--- src/rtl/et_regs_pkg.sv ---
package et_regs_pkg;

    localparam int WORD_W   = 64;
    localparam int HALF_W   = 32;
    localparam int CNT_W    = 32;
    localparam int TIDX_W   = 5;
    localparam int MIN_TMR  = 3;
    localparam int MAX_TMR  = 32;

    // capability word fields
    localparam logic [15:0] CAPS_VENDOR   = 16'h8086;
    localparam logic [7:0]  CAPS_REV      = 8'h01;
    localparam int          CAPS_WIDE_BIT = 13;
    localparam longint unsigned FEMTO_PER_SEC = 64'd1000000000000000;
    localparam longint unsigned TICK_RATE_HZ  = 64'd16777216;

    // configuration bits
    localparam int CONF_EN_BIT     = 0;
    localparam int CONF_LEGACY_BIT = 1;

    // register map
    localparam int OFF_CAPS     = 'h000;
    localparam int OFF_CONF     = 'h010;
    localparam int OFF_COUNT    = 'h0F0;
    localparam int OFF_TMR_BASE = 'h100;
    localparam int TMR_STRIDE   = 'h20;

    typedef enum logic [2:0] {
        TGT_NONE,
        TGT_CAPS,
        TGT_CONF,
        TGT_COUNT,
        TGT_TMR
    } tgt_e;

    typedef enum logic [1:0] {
        TREG_CFG   = 2'd0,
        TREG_CMP   = 2'd1,
        TREG_ROUTE = 2'd2,
        TREG_NONE  = 2'd3
    } treg_e;

    typedef struct packed {
        logic               legal;
        logic               half;
        logic               upper;
        tgt_e               tgt;
        logic [TIDX_W-1:0]  tidx;
        treg_e              treg;
        logic [WORD_W-1:0]  wmask;
        logic [WORD_W-1:0]  wdata;
    } acc_t;

    function automatic logic [WORD_W-1:0] merge_bits(
        input logic [WORD_W-1:0] old_v,
        input logic [WORD_W-1:0] new_v,
        input logic [WORD_W-1:0] mask
    );
        return (old_v & ~mask) | (new_v & mask);
    endfunction

    function automatic logic [WORD_W-1:0] caps_word(input int unsigned ntmr);
        logic [WORD_W-1:0] w;
        w                = '0;
        w[63:32]         = HALF_W'(FEMTO_PER_SEC / TICK_RATE_HZ);
        w[31:16]         = CAPS_VENDOR;
        w[12:8]          = 5'(ntmr - 1);
        w[CAPS_WIDE_BIT] = 1'b0;
        w[7:0]           = CAPS_REV;
        return w;
    endfunction

    function automatic logic [WORD_W-1:0] lane_read(
        input logic [WORD_W-1:0] v,
        input logic              half,
        input logic              upper
    );
        if (!half)
            return v;
        else if (upper)
            return {{HALF_W{1'b0}}, v[63:32]};
        else
            return {{HALF_W{1'b0}}, v[31:0]};
    endfunction

endpackage

--- src/rtl/et_acc_decode.sv ---
module et_acc_decode
    import et_regs_pkg::*;
#(
    parameter int ADDR_W  = 11,
    parameter int NUM_TMR = 8
) (
    input  logic              req_valid,
    input  logic [ADDR_W-1:0] req_addr,
    input  logic [3:0]        req_size,
    input  logic [63:0]       req_wdata,
    output acc_t              acc
);

    localparam int WIN_SH = $clog2(TMR_STRIDE);
    localparam logic [ADDR_W-1:0] A_CAPS  = ADDR_W'(OFF_CAPS);
    localparam logic [ADDR_W-1:0] A_CONF  = ADDR_W'(OFF_CONF);
    localparam logic [ADDR_W-1:0] A_COUNT = ADDR_W'(OFF_COUNT);
    localparam logic [ADDR_W-1:0] A_TLO   = ADDR_W'(OFF_TMR_BASE);
    localparam logic [ADDR_W-1:0] A_THI   = ADDR_W'(OFF_TMR_BASE + TMR_STRIDE * NUM_TMR);

    logic              is_q;
    logic              is_h;
    logic              align_ok;
    logic [ADDR_W-1:0] qaddr;
    logic [ADDR_W-1:0] rel;
    logic [1:0]        sub;

    always_comb begin
        is_q     = (req_size == 4'd8);
        is_h     = (req_size == 4'd4);
        align_ok = is_q ? (req_addr[2:0] == 3'b000) : (req_addr[1:0] == 2'b00);
        qaddr    = {req_addr[ADDR_W-1:3], 3'b000};
        rel      = req_addr - A_TLO;
        sub      = rel[WIN_SH-1:3];

        acc       = '0;
        acc.legal = req_valid && (is_q || is_h) && align_ok;
        acc.half  = is_h;
        acc.upper = is_h && req_addr[2];
        acc.tgt   = TGT_NONE;
        acc.treg  = TREG_NONE;

        if (qaddr == A_CAPS) begin
            acc.tgt = TGT_CAPS;
        end else if (qaddr == A_CONF) begin
            acc.tgt = TGT_CONF;
        end else if (qaddr == A_COUNT) begin
            acc.tgt = TGT_COUNT;
        end else if (req_addr >= A_TLO && req_addr < A_THI) begin
            acc.tidx = TIDX_W'(rel >> WIN_SH);
            acc.treg = treg_e'(sub);
            if (sub != 2'b11)
                acc.tgt = TGT_TMR;
        end

        if (is_q) begin
            acc.wmask = '1;
            acc.wdata = req_wdata;
        end else if (acc.upper) begin
            acc.wmask = {{HALF_W{1'b1}}, {HALF_W{1'b0}}};
            acc.wdata = {req_wdata[31:0], {HALF_W{1'b0}}};
        end else begin
            acc.wmask = {{HALF_W{1'b0}}, {HALF_W{1'b1}}};
            acc.wdata = {{HALF_W{1'b0}}, req_wdata[31:0]};
        end
    end

endmodule

--- src/rtl/et_main_counter.sv ---
module et_main_counter
    import et_regs_pkg::*;
(
    input  logic             clk,
    input  logic             rst,
    input  logic             tick_en,
    input  logic             en_q,
    input  logic             en_d,
    input  logic             cnt_wr,
    input  logic [CNT_W-1:0] wr_data,
    input  logic [CNT_W-1:0] wr_mask,
    output logic [CNT_W-1:0] count,
    output logic             rearm
);

    always_ff @(posedge clk) begin
        if (rst) begin
            count <= '0;
            rearm <= 1'b0;
        end else begin
            rearm <= (en_d && !en_q) || (cnt_wr && en_q);
            if (cnt_wr)
                count <= (count & ~wr_mask) | (wr_data & wr_mask);
            else if (en_q && tick_en)
                count <= count + 1'b1;
        end
    end

endmodule

--- src/rtl/et_read_mux.sv ---
module et_read_mux
    import et_regs_pkg::*;
#(
    parameter int NUM_TMR = 8
) (
    input  logic              clk,
    input  logic              rst,
    input  logic              rd_req,
    input  logic              legal,
    input  logic              half,
    input  logic              upper,
    input  tgt_e              tgt,
    input  logic [WORD_W-1:0] cfg,
    input  logic [CNT_W-1:0]  count,
    input  logic [WORD_W-1:0] tmr_rdata,
    output logic              rsp_valid,
    output logic [WORD_W-1:0] rsp_rdata
);

    localparam logic [WORD_W-1:0] CAPS_VAL = caps_word(NUM_TMR);

    logic [WORD_W-1:0] sel;
    logic [WORD_W-1:0] shaped;

    always_comb begin
        unique case (tgt)
            TGT_CAPS:  sel = CAPS_VAL;
            TGT_CONF:  sel = cfg;
            TGT_COUNT: sel = {{(WORD_W-CNT_W){1'b0}}, count};
            TGT_TMR:   sel = tmr_rdata;
            default:   sel = '0;
        endcase
        shaped = legal ? lane_read(sel, half, upper) : '0;
    end

    always_ff @(posedge clk) begin
        if (rst) begin
            rsp_valid <= 1'b0;
            rsp_rdata <= '0;
        end else begin
            rsp_valid <= rd_req;
            rsp_rdata <= rd_req ? shaped : '0;
        end
    end

endmodule

--- src/rtl/et_regblk.sv ---
module et_regblk
    import et_regs_pkg::*;
#(
    parameter int ADDR_W  = 11,
    parameter int NUM_TMR = 8
) (
    input  logic              clk,
    input  logic              rst,
    input  logic              tick_en,
    input  logic              req_valid,
    input  logic              req_write,
    input  logic [ADDR_W-1:0] req_addr,
    input  logic [3:0]        req_size,
    input  logic [63:0]       req_wdata,
    output logic              rsp_valid,
    output logic [63:0]       rsp_rdata,
    output logic [31:0]       count_out,
    output logic              count_running,
    output logic              rearm_all,
    output logic              tmr_valid,
    output logic              tmr_write,
    output logic [4:0]        tmr_index,
    output logic [1:0]        tmr_reg,
    output logic [63:0]       tmr_wdata,
    output logic [63:0]       tmr_wmask,
    input  logic [63:0]       tmr_rdata
);

    generate
        if (NUM_TMR < MIN_TMR || NUM_TMR > MAX_TMR) begin : g_bad_count
            $error("timer count out of range");
        end
    endgenerate

    acc_t              acc;
    logic [WORD_W-1:0] cfg_q;
    logic [WORD_W-1:0] cfg_next;
    logic              wr_ok;
    logic              cfg_wr;
    logic              cnt_wr;
    logic              en_d;
    logic              rd_req;

    et_acc_decode #(
        .ADDR_W  (ADDR_W),
        .NUM_TMR (NUM_TMR)
    ) u_dec (
        .req_valid (req_valid),
        .req_addr  (req_addr),
        .req_size  (req_size),
        .req_wdata (req_wdata),
        .acc       (acc)
    );

    always_comb begin
        wr_ok    = acc.legal && req_write;
        cfg_wr   = wr_ok && (acc.tgt == TGT_CONF);
        cnt_wr   = wr_ok && (acc.tgt == TGT_COUNT);
        rd_req   = req_valid && !req_write;
        cfg_next = merge_bits(cfg_q, acc.wdata, acc.wmask);
        cfg_next[CONF_LEGACY_BIT] = 1'b0;
        en_d     = cfg_wr ? cfg_next[CONF_EN_BIT] : cfg_q[CONF_EN_BIT];
    end

    always_ff @(posedge clk) begin
        if (rst)
            cfg_q <= '0;
        else if (cfg_wr)
            cfg_q <= cfg_next;
    end

    et_main_counter u_cnt (
        .clk     (clk),
        .rst     (rst),
        .tick_en (tick_en),
        .en_q    (cfg_q[CONF_EN_BIT]),
        .en_d    (en_d),
        .cnt_wr  (cnt_wr),
        .wr_data (acc.wdata[CNT_W-1:0]),
        .wr_mask (acc.wmask[CNT_W-1:0]),
        .count   (count_out),
        .rearm   (rearm_all)
    );

    et_read_mux #(
        .NUM_TMR (NUM_TMR)
    ) u_rd (
        .clk       (clk),
        .rst       (rst),
        .rd_req    (rd_req),
        .legal     (acc.legal),
        .half      (acc.half),
        .upper     (acc.upper),
        .tgt       (acc.tgt),
        .cfg       (cfg_q),
        .count     (count_out),
        .tmr_rdata (tmr_rdata),
        .rsp_valid (rsp_valid),
        .rsp_rdata (rsp_rdata)
    );

    always_comb begin
        count_running = cfg_q[CONF_EN_BIT];
        tmr_valid     = acc.legal && (acc.tgt == TGT_TMR);
        tmr_write     = req_write;
        tmr_index     = acc.tidx;
        tmr_reg       = acc.treg;
        tmr_wdata     = acc.wdata;
        tmr_wmask     = acc.wmask;
    end

endmodule

--- config.mk ---
export PLATFORM = sky130hd
export DESIGN_NAME = et_regblk
export DESIGN_NICKNAME = d
export VERILOG_FILES = /design/src/rtl/et_regs_pkg.sv /design/src/rtl/et_acc_decode.sv /design/src/rtl/et_main_counter.sv /design/src/rtl/et_read_mux.sv /design/src/rtl/et_regblk.sv
export SDC_FILE = /design/constraint.sdc
export NUM_CORES = 1
export LEC_CHECK = 0
export ABC_AREA = 1
export ABC_CLOCK_PERIOD_IN_PS = 2500
export BUFFER_PORTS_ARGS = -buffer_cell sky130_fd_sc_hd__buf_4
export CAP_MARGIN = 10
export CORE_AREA = 2 2 168 170
export CTS_BUF_LIST = sky130_fd_sc_hd__clkbuf_8
export CTS_CLUSTER_DIAMETER = 50
export DETAILED_ROUTE_END_ITERATION = 8
export DIE_AREA = 0 0 170 172
export PLACE_DENSITY = 0.58
export SYNTH_ARGS = -nofsm -noshare
export SYNTH_HDL_FRONTEND = slang
export SYNTH_SLANG_ARGS = --single-unit
--- constraint.sdc ---
create_clock -name clk -period 2.5 [get_ports clk]
set_input_delay 0.5 -clock clk [delete_from_list [all_inputs] [get_ports clk]]
set_output_delay 0.5 -clock clk [all_outputs]
set_load 0.02 [all_outputs]
* Word-level counts from Yosys, hierarchy flattened *
Index checks and enable logic that the tools add are counted.
W data, S select, Z words.

cells by class
  add/subtract/negate cells = 2
  $lt $le $gt $ge = 2
  eq/ne operators = 9
  muxes and demuxes = 17
  bitwise operators = 10
  reductions and logical operators = 21

operator list
  cell                     number
  $mux W128                2
  $pmux W64 S4             1
  $and A64 B64 Y64         2
  $mux W32                 3
  $and A32 B32 Y32         2
  $mux W64                 1
  $not A64 Y64             1
  $or A64 B64 Y64          1
  $add A32 B1 Y32 const B  1
  $not A32 Y32             1
  $or A32 B32 Y32          1
  $mux W7                  3
  $logic_and A1 B1 Y1      12
  $mux W3                  4
  $ge A11 B9 Y1 const B    1
  $lt A11 B10 Y1 const B   1
  $mux W10                 1
  $sub A10 B9 Y10 const B  1
  $eq A8 B2 Y1 const B     1
  $eq A8 B5 Y1 const B     1
  $logic_not A8 Y1         1
  $eq A3 B2 Y1 const B     2
  $eq A4 B3 Y1 const B     1
  $eq A4 B4 Y1 const B     1
  other kinds (11)         15

word-level totals
  register bits after elaboration = 161
  input port bits = 148
  output and inout bits = 236
  word-level logic and storage cells = 66

* Longest topological paths before layout *
Gate-level depths: netlist of the first run.

  depth in word-level cells = 12
  mapped depth = 13
  depth with buffers taken out = 12

* Modules after synthesis *
Synthesis of the first run repeated with hierarchy kept, for this count alone.

unflattened totals
  cell total of the unflattened synthesis = 1860
  area, all modules = 11123.2 sq um

by module, submodules not included
  module           times used  cells each  area an instance (sq um)  sequential area each (sq um)
  et_regblk        1           612         3668.5                    1261.2
  et_read_mux      1           495         3344.5                    1301.2
  et_main_counter  1           447         2625.0                    660.6
  et_acc_decode    1           306         1485.2                    0.0

* Least setup slack after synthesis of the first run *
OpenSTA, ideal clock, no wires.

  path type = in2out
  start = in req_size[2]
  end = out tmr_wmask[10]
  arrival time = 2.304 ns
  data required time = 2.000 ns
  slack = -0.304 ns
  stages = 6
  path through = inv_2 nor2_2 nand3_2 clkbuf_1 buf_1 buf_4

between the ends
  cells in the longest elaborated chain, start to end = 4

ends and longest elaborated chain
  what                 RTL line             RTL
  start, declared      et_regblk.sv:13      input logic [3:0] req_size,
  $eq A4 B3 Y1         et_acc_decode.sv:30  is_h = (req_size == 4'd4);
  $logic_and A1 B1 Y1  et_acc_decode.sv:39  acc.upper = is_h && req_addr[2];
  $mux W128            et_acc_decode.sv:59  end else if (acc.upper) begin
  $mux W128 *          et_acc_decode.sv:56  if (is_q) begin
  end, declared        et_regblk.sv:25      output logic [63:0] tmr_wmask,

Mark *: on every way between the ends. The rest lies on a longest branch, timed or not.

* Final worst setup path of the first run *
  start = in req_addr[9]
  end = out tmr_index[4]

between the ends
  cells in the longest elaborated chain, start to end = 6

ends and longest elaborated chain
  what                                             RTL line             RTL
  start, declared                                  et_regblk.sv:12      input logic [ADDR_W-1:0] req_addr,
  $ge A11 B9 Y1 or $lt A11 B10 Y1 (tied branches)  et_acc_decode.sv:49  end else if (req_addr >= A_TLO && req_addr < A_THI) begin
  $logic_and A1 B1 Y1                              et_acc_decode.sv:49
  $mux W10                                         et_acc_decode.sv:49
  $mux W7                                          et_acc_decode.sv:47  end else if (qaddr == A_COUNT) begin
  $mux W7                                          et_acc_decode.sv:45  end else if (qaddr == A_CONF) begin
  $mux W7 *                                        et_acc_decode.sv:43  if (qaddr == A_CAPS) begin
  end, declared                                    et_regblk.sv:22      output logic [4:0] tmr_index,

Marked as above.

==> results of run 1 <==
## layer usage
metal / share of wire / GRT usage / routed length (um)
met5: 0.00022 / 0 / 9
met4: 0.038 / 0.117 / 1570
met3: 0.084 / 0.0517 / 3460
met2: 0.48 / 0.465 / 19900
met1: 0.39 / 0.333 / 16200
## layout by cell type, fill, tap and decap left out, types with 3 or more instances in the layout
cell and instances:
buf_4 432, nand2_1 383, dfxtp_1 161, a21oi_1 153, inv_1 142, nand3_1 133
nor2_1 117, o21ai_0 72, a32o_1 32, o21ai_1 31, clkbuf_8 17, nor3_1 15
buf_12 13, inv_2 9, xor2_1 9, clkinv_8 7, inv_8 4, nor2_2 3
nor2_4 3, nand3_2 3
## logic make-up (layout without fill, tap and decap cells)
kind of cell    count (synthesis)  in the layout  share of synthesized area
simple gates                  666            666                      0.302
buf+inv                       299            629                      0.156
compound gates                290            290                      0.176
flops                         161            161                      0.352
xor+xnor                       11             11                     0.0105
fa+ha+maj                       2              2                    0.00273
other cells                     1              1                   0.000410
## worst max-delay path, stage by stage
cell	delay, ns
buf_4	0.11
inv_1	0.05
ha_1	0.12
nand2_1	0.05
nor2_1	0.10
nand2_1	0.11
a21oi_4	0.27
buf_4	0.19
nand2_1	0.05
nor2_1	0.12
buf_4	0.16
## worst paths after layout
path / startpoint / to / slack, ns / cells past startpoint
max: req_addr[9] / tmr_index[4] / 0.17 / 11
min: req_write / u_rd.rsp_valid / 0.23 / 2
max reg2reg: flip-flop / flip-flop / 0.35 / 11
min reg2reg: flip-flop / flip-flop / 0.45 / 2
## cell type report
type,instances,share of cell area
timing repair buffer,445,0.276
sequential,161,0.254
inverter,152,0.0451
multi-input combinational,970,0.357
clock buffer,17,0.0184
clock inverter,15,0.0159
tap,346,0.0341
## power by group
part	internal, mW	switching [mW]	leakage [nW]
logic	0.344	0.441	4.40
registers	2.56	0.000256	1.30
clock network	0.791	1.29	0.215
total	3.70	1.73	5.91
==> flow_metrics.py, run 1 <==
metrics = {
    "yosys": {
        "synth_most_common_cell": "nand2_1",
        "synthCells": 1430,
        "avgSynthCellArea_sq_um": 6.40,
        "synth-edff-count": 0,
        "syn_area_sq_mm": 0.00915,
        "yosys-top-cells-area": "dfxtp_1 35%, nand2_1 16%, a21oi_1 8.4%, nand3_1 7.3%, inv_1 5.8%",
        "synth_top_area_frac": 0.352,
        "ys_types": 31,
        "ys_seq_elements": 161,
        "yosys_warnings": 0,
        "ys_seq_area_frac": 0.352,
        "yosysTopAreaCell": "dfxtp_1",
        "synthTopCellsByCount": "383 x nand2_1, 161 x dfxtp_1, 154 x a21oi_1, 142 x inv_1, 134 x nand3_1",
        "synth-async-reset-ratio": 0,
        "dominantRegCellSynth": "dfxtp_1",
        "synth_nets": 1580,
    },
    "setup_path": {
        "critPathLaunchType": "input pin",
        "cp_data_required_time_ns": 2.00,
        "end_kind": "output pin",
        "critPathKind": "in -> out",
        "crit_fanout": 5,
        "arrival_ns": 1.83,
    },
    "power_and_ir_drop": {
        "p_per_area_mw_per_mm2": 427,
        "total_power_mw": 5.43,
        "ir_drop_v": 0.000256,
        "leakage_nw": 5.91,
    },
    "cts": {
        "postCtsHoldBufs": 0,
        "cts-resized-gates": 0,
        "cts.path.max_buffers": 2,
        "clk_latency_ns": 0.47,
        "cts_tree": "done",
        "numClockSinks": 161,
        "cts_htree_levels": 4,
        "postCtsSetupBuffers": 0,
        "cts-root-buf": "clkbuf_8",
        "cts_made_buffers": 17,
        "clkTransAtPathRegs_ns": 0.11,
    },
    "routing": {
        "dr_total_vias": 10600,
        "routed_wl_um": 41200,
        "viasPerCell": 5.05,
        "firstDrtPassIters": 5,
        "wl_per_cell_um": 19.5,
        "drc_errors": 0,
        "drt-initial-drc-count": 743,
        "antenna_left": 0,
    },
    "timing": {
        "max_slew.worst_pin.slew_ns": 0.565,
        "tns_ns": 0,
        "fmax_mhz": 430,
        "relSlewSlack": 0.620,
        "fin_skew_ns": 0.0200,
        "final.min_clock_period_ns": 2.33,
        "final.period_utilization": 0.931,
        "slew_violations": 0,
        "setup_viol": 0,
        "finalHoldViolCount": 0,
        "rsz0062_at_grt": "false",
        "fin_hold_ws_ns": 0.233,
        "setup_slack_ns": 0.172,
    },
    "floorplan": {
        "core_area_sq_mm": 0.0275,
        "die-width_um": 170,
        "die_height_um": 172,
        "rows": 61,
        "start_util": 0.333,
        "io_pins": 384,
        "die-area_sq_mm": 0.0292,
    },
    "place": {
        "place_inst": 2074,
        "pre_cts_ws_ns": 0.0576,
        "io_buffers": 382,
        "dpl.hpwl_um": 31600,
        "dpl_cell_area_sq_mm": 0.0123,
        "gp_congestion": 0.948,
    },
    "final_layout": {
        "final_cell_area_sq_mm": 0.0127,
        "seqCellArea_sq_mm": 0.00322,
        "instances_no_fill": 2106,
        "post-route-util": 0.462,
        "nNetsFinal": 1897,
        "nFillCells": 2911,
        "antennaDiodeCount": 0,
        "drive_gt1_frac": 0.285,
        "syn2layout_area_growth_pct": 38.8,
        "multi_input_area_sq_mm": 0.00453,
    },
    "global_routing": {
        "grt_pass1_wl_um": 59200,
        "grt_pass1_vias": 9734,
        "antenna_found_initial": 1,
        "overflow": 0,
        "grt_max_degree": 69,
        "track_usage": 0.271,
    },
    "run_status": {
        "status": "finished, final reports clean",
    },
    "job": {
        "max-cap-violations": 0,
    },
    "hold_path": {
        "worstHoldPathType": "in -> reg",
    },
}
No activity file was read; power rests on OpenSTA's default activity.
==> run 2, diff against run 1 <==
--- a/config.mk
+++ b/config.mk
@@ -10,11 +10,11 @@
 export BUFFER_PORTS_ARGS = -buffer_cell sky130_fd_sc_hd__buf_4
 export CAP_MARGIN = 10
 export CORE_AREA = 2 2 168 170
-export CTS_BUF_LIST = sky130_fd_sc_hd__clkbuf_8
 export CTS_CLUSTER_DIAMETER = 50
 export DETAILED_ROUTE_END_ITERATION = 8
 export DIE_AREA = 0 0 170 172
 export PLACE_DENSITY = 0.58
+export SETUP_SLACK_MARGIN = 0.05
 export SYNTH_ARGS = -nofsm -noshare
 export SYNTH_HDL_FRONTEND = slang
 export SYNTH_SLANG_ARGS = --single-unit
==> flow_metrics.py, run 2 (synthesized netlist as in run 1, its figures left out) <==
metrics = {
    "routing": {
        "drt-initial-drc-count": 776,
        "wl_per_cell_um": 19.5,
        "antenna_left": 0,
        "drc_errors": 0,
        "firstDrtPassIters": 5,
        "viasPerCell": 5.04,
        "routed_wl_um": 41200,
        "dr_total_vias": 10600,
    },
    "timing": {
        "finalHoldViolCount": 0,
        "final.min_clock_period_ns": 2.30,
        "fin_skew_ns": 0.0138,
        "setup_viol": 0,
        "rsz0062_at_grt": "false",
        "fin_hold_ws_ns": 0.285,
        "relSlewSlack": 0.609,
        "fmax_mhz": 435,
        "slew_violations": 0,
        "tns_ns": 0,
        "max_slew.worst_pin.slew_ns": 0.582,
        "final.period_utilization": 0.920,
    },
    "final_layout": {
        "antennaDiodeCount": 0,
        "final_cell_area_sq_mm": 0.0129,
        "multi_input_area_sq_mm": 0.00453,
        "drive_gt1_frac": 0.285,
        "nNetsFinal": 1899,
        "seqCellArea_sq_mm": 0.00322,
        "layout_commonest_cell": "buf_4",
        "final_cell_mix": "434 x buf_4, 383 x nand2_1, 161 x dfxtp_1",
        "syn2layout_area_growth_pct": 41.0,
        "nFillCells": 2883,
    },
    "cts": {
        "cts.path.max_buffers": 2,
        "postCtsHoldBufs": 0,
        "clk_latency_ns": 0.43,
        "clkTransAtPathRegs_ns": 0.08,
        "cts_htree_levels": 4,
        "cts-root-buf": "clkbuf_16",
        "cts_made_buffers": 17,
        "numClockSinks": 161,
        "cts_tree": "done",
    },
    "global_routing": {
        "antenna_found_initial": 1,
        "track_usage": 0.271,
        "grt_max_degree": 69,
        "overflow": 0,
        "grt_pass1_vias": 9778,
        "grt_pass1_wl_um": 59300,
    },
    "power_and_ir_drop": {
        "ir_drop_v": 0.000350,
        "swShare": 0.297,
        "pwr-share-clk": 0.451,
        "leakage_nw": 6.01,
        "p_switching_mw": 1.81,
        "p_per_area_mw_per_mm2": 473,
        "p_comb_frac": 0.129,
        "seqPwrFrac": 0.420,
        "intPower_mw": 4.29,
    },
    "hold_path": {
        "worstHoldPathType": "in -> reg",
    },
    "setup_path": {
        "end_kind": "output pin",
        "path_buf_inv": 3,
        "arrival_ns": 1.80,
        "critPathLaunchType": "input pin",
        "cp_data_required_time_ns": 2.00,
        "critPathKind": "in -> out",
        "cp_top_family": "buffers and inverters",
        "crit_slowest_cell": "buf_4",
        "path_cells": "buf_4 -> nor2_4 -> buf_4 -> a32o_1 -> buf_4",
        "path_common_cell": "buf_4",
        "crit_fanout": 32,
        "max_stage_delay_ns": 0.40,
    },
    "floorplan": {
        "core_area_sq_mm": 0.0275,
        "io_pins": 384,
        "die_height_um": 172,
        "die-area_sq_mm": 0.0292,
        "start_util": 0.333,
        "rows": 61,
        "die-width_um": 170,
    },
    "place": {
        "dpl_cell_area_sq_mm": 0.0123,
        "io_buffers": 382,
        "gp_congestion": 0.948,
        "dpl.hpwl_um": 31600,
    },
    "run_status": {
        "status": "finished, final reports clean",
    },
    "job": {
        "max-cap-violations": 0,
    },
}
run 2: power groups by stage:
stage	Combinational [mW]	Clock (mW)	Sequential [mW]
after floorplan	0.338	0	2.62
after CTS	0.788	2.80	2.56
after global placement	0.786	0	2.62
final	0.788	2.75	2.56
after detailed placement	0.785	0	2.62
after global routing	0.837	2.90	2.56
run 2: per-layer routing:
metal  up-vias  wire length (um)  part of all wire  track usage
met5         -                 9           0.00022            0
li1       5200                 -                 -            -
met3        70              3150             0.076       0.0488
met4         2              1570             0.038        0.114
met2       520             19900              0.48        0.465
met1      4839             16600              0.40        0.335
run 2: worst register-to-register path, delay by kind of cell, from the launching register on:
| family | cells | cell delay, ns |
|---|---|---|
| DFF | 1 | 0.51 |
| buffers and inverters | 2 | 0.38 |
| and+or+nand+nor | 9 | 1.15 |
run 2: repair_timing:
item                       in CTS  in global routing
setup buffers                   0                  2
setup endpoints to repair       0                  1
resized for setup               0                  0
run 2: per-stage QoR:
step                setup WS (ns)   util  total power [mW]  cells
finish                      0.200  0.470              6.10   2108
global route                0.109  0.470              6.30   2108
CTS                         0.176  0.469              6.15   2106
detailed placement         0.0576  0.446              3.41   2074
global placement           0.0491  0.446              3.41   2074
floorplan                   0.116      -              2.96   1430
run 2: final timing paths:
path	startpoint	end	slack, ns	cells after the start
worst min register to register	flip-flop	flip-flop	0.44	2
worst max-delay path	req_size[1]	tmr_wdata[62]	0.20	5
worst min-delay path	req_write	u_rd.rsp_valid	0.29	2
worst max register to register	flip-flop	flip-flop	0.37	11
run 2: final cells by class:
type,instances,area share
clock inverters,15,0.0156
flip-flops and latches,161,0.250
clock buffers,17,0.0330
inverters,152,0.0444
repair buffers,447,0.273
well taps,346,0.0336
multi-input cells,970,0.351
==> run 3, diff against run 2 <==
--- a/config.mk
+++ b/config.mk
@@ -13,7 +13,7 @@
 export CTS_CLUSTER_DIAMETER = 50
 export DETAILED_ROUTE_END_ITERATION = 8
 export DIE_AREA = 0 0 170 172
-export PLACE_DENSITY = 0.58
+export PLACE_DENSITY_LB_ADDON = 0.15
 export SETUP_SLACK_MARGIN = 0.05
 export SYNTH_ARGS = -nofsm -noshare
 export SYNTH_HDL_FRONTEND = slang
==> flow_metrics.py, run 3 (synthesized netlist as in run 1, its figures left out) <==
metrics = {
    "run_status": {
        "status": "finished, final reports clean",
    },
    "final_layout": {
        "nNetsFinal": 1877,
        "drive_gt1_frac": 0.276,
        "syn2layout_area_growth_pct": 38.7,
        "final_cell_mix": "417 x buf_4, 383 x nand2_1, 161 x dfxtp_1",
        "antennaDiodeCount": 0,
        "layout_commonest_cell": "buf_4",
    },
    "cts": {
        "cts-resized-gates": 0,
        "cts_tree": "done",
        "cts_made_buffers": 17,
        "cts_htree_levels": 4,
        "cts-root-buf": "clkbuf_16",
        "postCtsHoldBufs": 0,
        "postCtsSetupBuffers": 0,
        "cts.path.max_buffers": 2,
        "clkTransAtPathRegs_ns": 0.07,
        "clk_latency_ns": 0.44,
        "numClockSinks": 161,
    },
    "routing": {
        "drt-initial-drc-count": 653,
        "dr_total_vias": 10500,
        "wl_per_cell_um": 19.2,
        "antenna_left": 0,
        "drc_errors": 0,
        "routed_wl_um": 40000,
        "viasPerCell": 5.01,
        "route.met2.wl_um": 19100,
        "firstDrtPassIters": 5,
        "maxUsedRoutingLayer": "met5",
        "routed-wl-met3_um": 2940,
        "m1WireLength_um": 16600,
    },
    "setup_path": {
        "crit_fanout": 35,
        "path_buf_inv": 4,
        "crit_path_start": "req_size[3]",
        "max_stage_delay_ns": 0.24,
        "cp_top_family": "buffers and inverters",
        "path_cells": "buf_4 -> nor2_2 -> nand3_4 -> inv_2 -> buf_12 -> a32o_1 -> buf_4",
        "rr_worst_depth": 11,
        "arrival_ns": 1.83,
        "critPathLaunchType": "input pin",
        "end_kind": "output pin",
        "critPathKind": "in -> out",
        "crit_cells": 7,
        "path_common_cell": "buf_4",
        "cp_data_required_time_ns": 2.00,
        "crit_slowest_cell": "nor2_2",
    },
    "global_routing": {
        "grt_max_degree": 62,
        "grt_pass1_vias": 9611,
        "track_usage": 0.265,
        "grt_pass1_wl_um": 58100,
        "overflow": 0,
        "antenna_found_initial": 1,
    },
    "timing": {
        "fmax_mhz": 430,
        "tns_ns": 0,
        "finalHoldViolCount": 0,
        "final.min_clock_period_ns": 2.33,
        "rsz0062_at_grt": "false",
        "final.period_utilization": 0.931,
        "fin_skew_ns": 0.0151,
        "slew_violations": 0,
        "setup_viol": 0,
    },
    "power_and_ir_drop": {
        "pwr-share-clk": 0.461,
        "p_switching_mw": 1.72,
        "seqPwrFrac": 0.417,
        "intPower_mw": 4.43,
        "total_power_mw": 6.15,
        "p_per_area_mw_per_mm2": 484,
        "leakage_nw": 5.89,
        "p_comb_frac": 0.122,
        "ir_drop_v": 0.000322,
        "swShare": 0.280,
    },
    "place": {
        "gp_congestion": 0.964,
        "io_buffers": 382,
        "dpl.hpwl_um": 30700,
    },
    "floorplan": {
        "die-width_um": 170,
        "core_area_sq_mm": 0.0275,
        "die_height_um": 172,
        "start_util": 0.333,
        "rows": 61,
        "die-area_sq_mm": 0.0292,
        "io_pins": 384,
    },
    "hold_path": {
        "worstHoldPathType": "in -> reg",
        "hp-start": "req_write",
        "hold_depth": 2,
    },
    "job": {
        "max-cap-violations": 0,
    },
}
-- run 3: cell types whose count changed in the layout (fill, tap and decap cells not counted), sizes merged --
| cell | change |
|---|---|
| bufinv | +2 |
| inv | -1 |
| buf | -22 |
| clkinv | -1 |
-- run 3: worst register-to-register path, cell delays in order, from the launching register on --
cell and delay [ns]:
dfxtp_1 0.48, nand3_1 0.21, inv_1 0.20, nand2_1 0.18
inv_1 0.15, nand2_1 0.12, nor2_1 0.25, nand3_1 0.10
nand3_1 0.10, nand2_1 0.05, nor2_1 0.08, nor2_1 0.04
-- run 3: worst paths after layout --
path,end,slack [ns]
worst max register to register,flip-flop,0.41
worst min-delay path,u_rd.rsp_valid,0.31
worst max-delay path,tmr_wdata[32],0.17
worst min register to register,flip-flop,0.44
-- run 3: through the flow --
| step | instances | hold WS (ns) | util | cell area (sq um) | setup slack (ns) |
|---|---|---|---|---|---|
| 2_1_floorplan | 1430 | 0.424 | - | 9160 | 0.116 |
| 3_3_place_gp | 2054 | 0.430 | 0.438 | 12000 | 0.203 |
| 3_5_place_dp | 2054 | 0.434 | 0.438 | 12000 | 0.160 |
| 4_1_cts | 2086 | 0.307 | 0.462 | 12700 | 0.155 |
| 5_1_grt | 2086 | 0.314 | 0.462 | 12700 | 0.0835 |
| 6_report | 2086 | 0.314 | 0.462 | 12700 | 0.173 |
-- run 3: routing by layer --
layer / GRT usage / vias to the layer above
met5: 0 / -
met4: 0.104 / 2
met3: 0.0533 / 68
met2: 0.454 / 425
met1: 0.327 / 4818
li1: - / 5147
-- run 3: cell type report --
| cell class | count | area [sq um] |
|---|---|---|
| multi-input combinational | 970 | 4530 |
| timing repair buffer | 425 | 3290 |
| inverter | 152 | 573 |
| clock inverter | 15 | 216 |
| tap | 346 | 433 |
| fill | 2935 | 14800 |
| clock buffer | 17 | 425 |
| sequential | 161 | 3220 |
-- run 3: power by group through the flow --
stage | clock, mW | sequential, mW | combinational, mW
3_5_place_dp | 0 | 2.62 | 0.756
2_1_floorplan | 0 | 2.62 | 0.338
6_report | 2.83 | 2.56 | 0.752
3_3_place_gp | 0 | 2.62 | 0.757
5_1_grt | 3.00 | 2.56 | 0.802
4_1_cts | 2.88 | 2.56 | 0.757
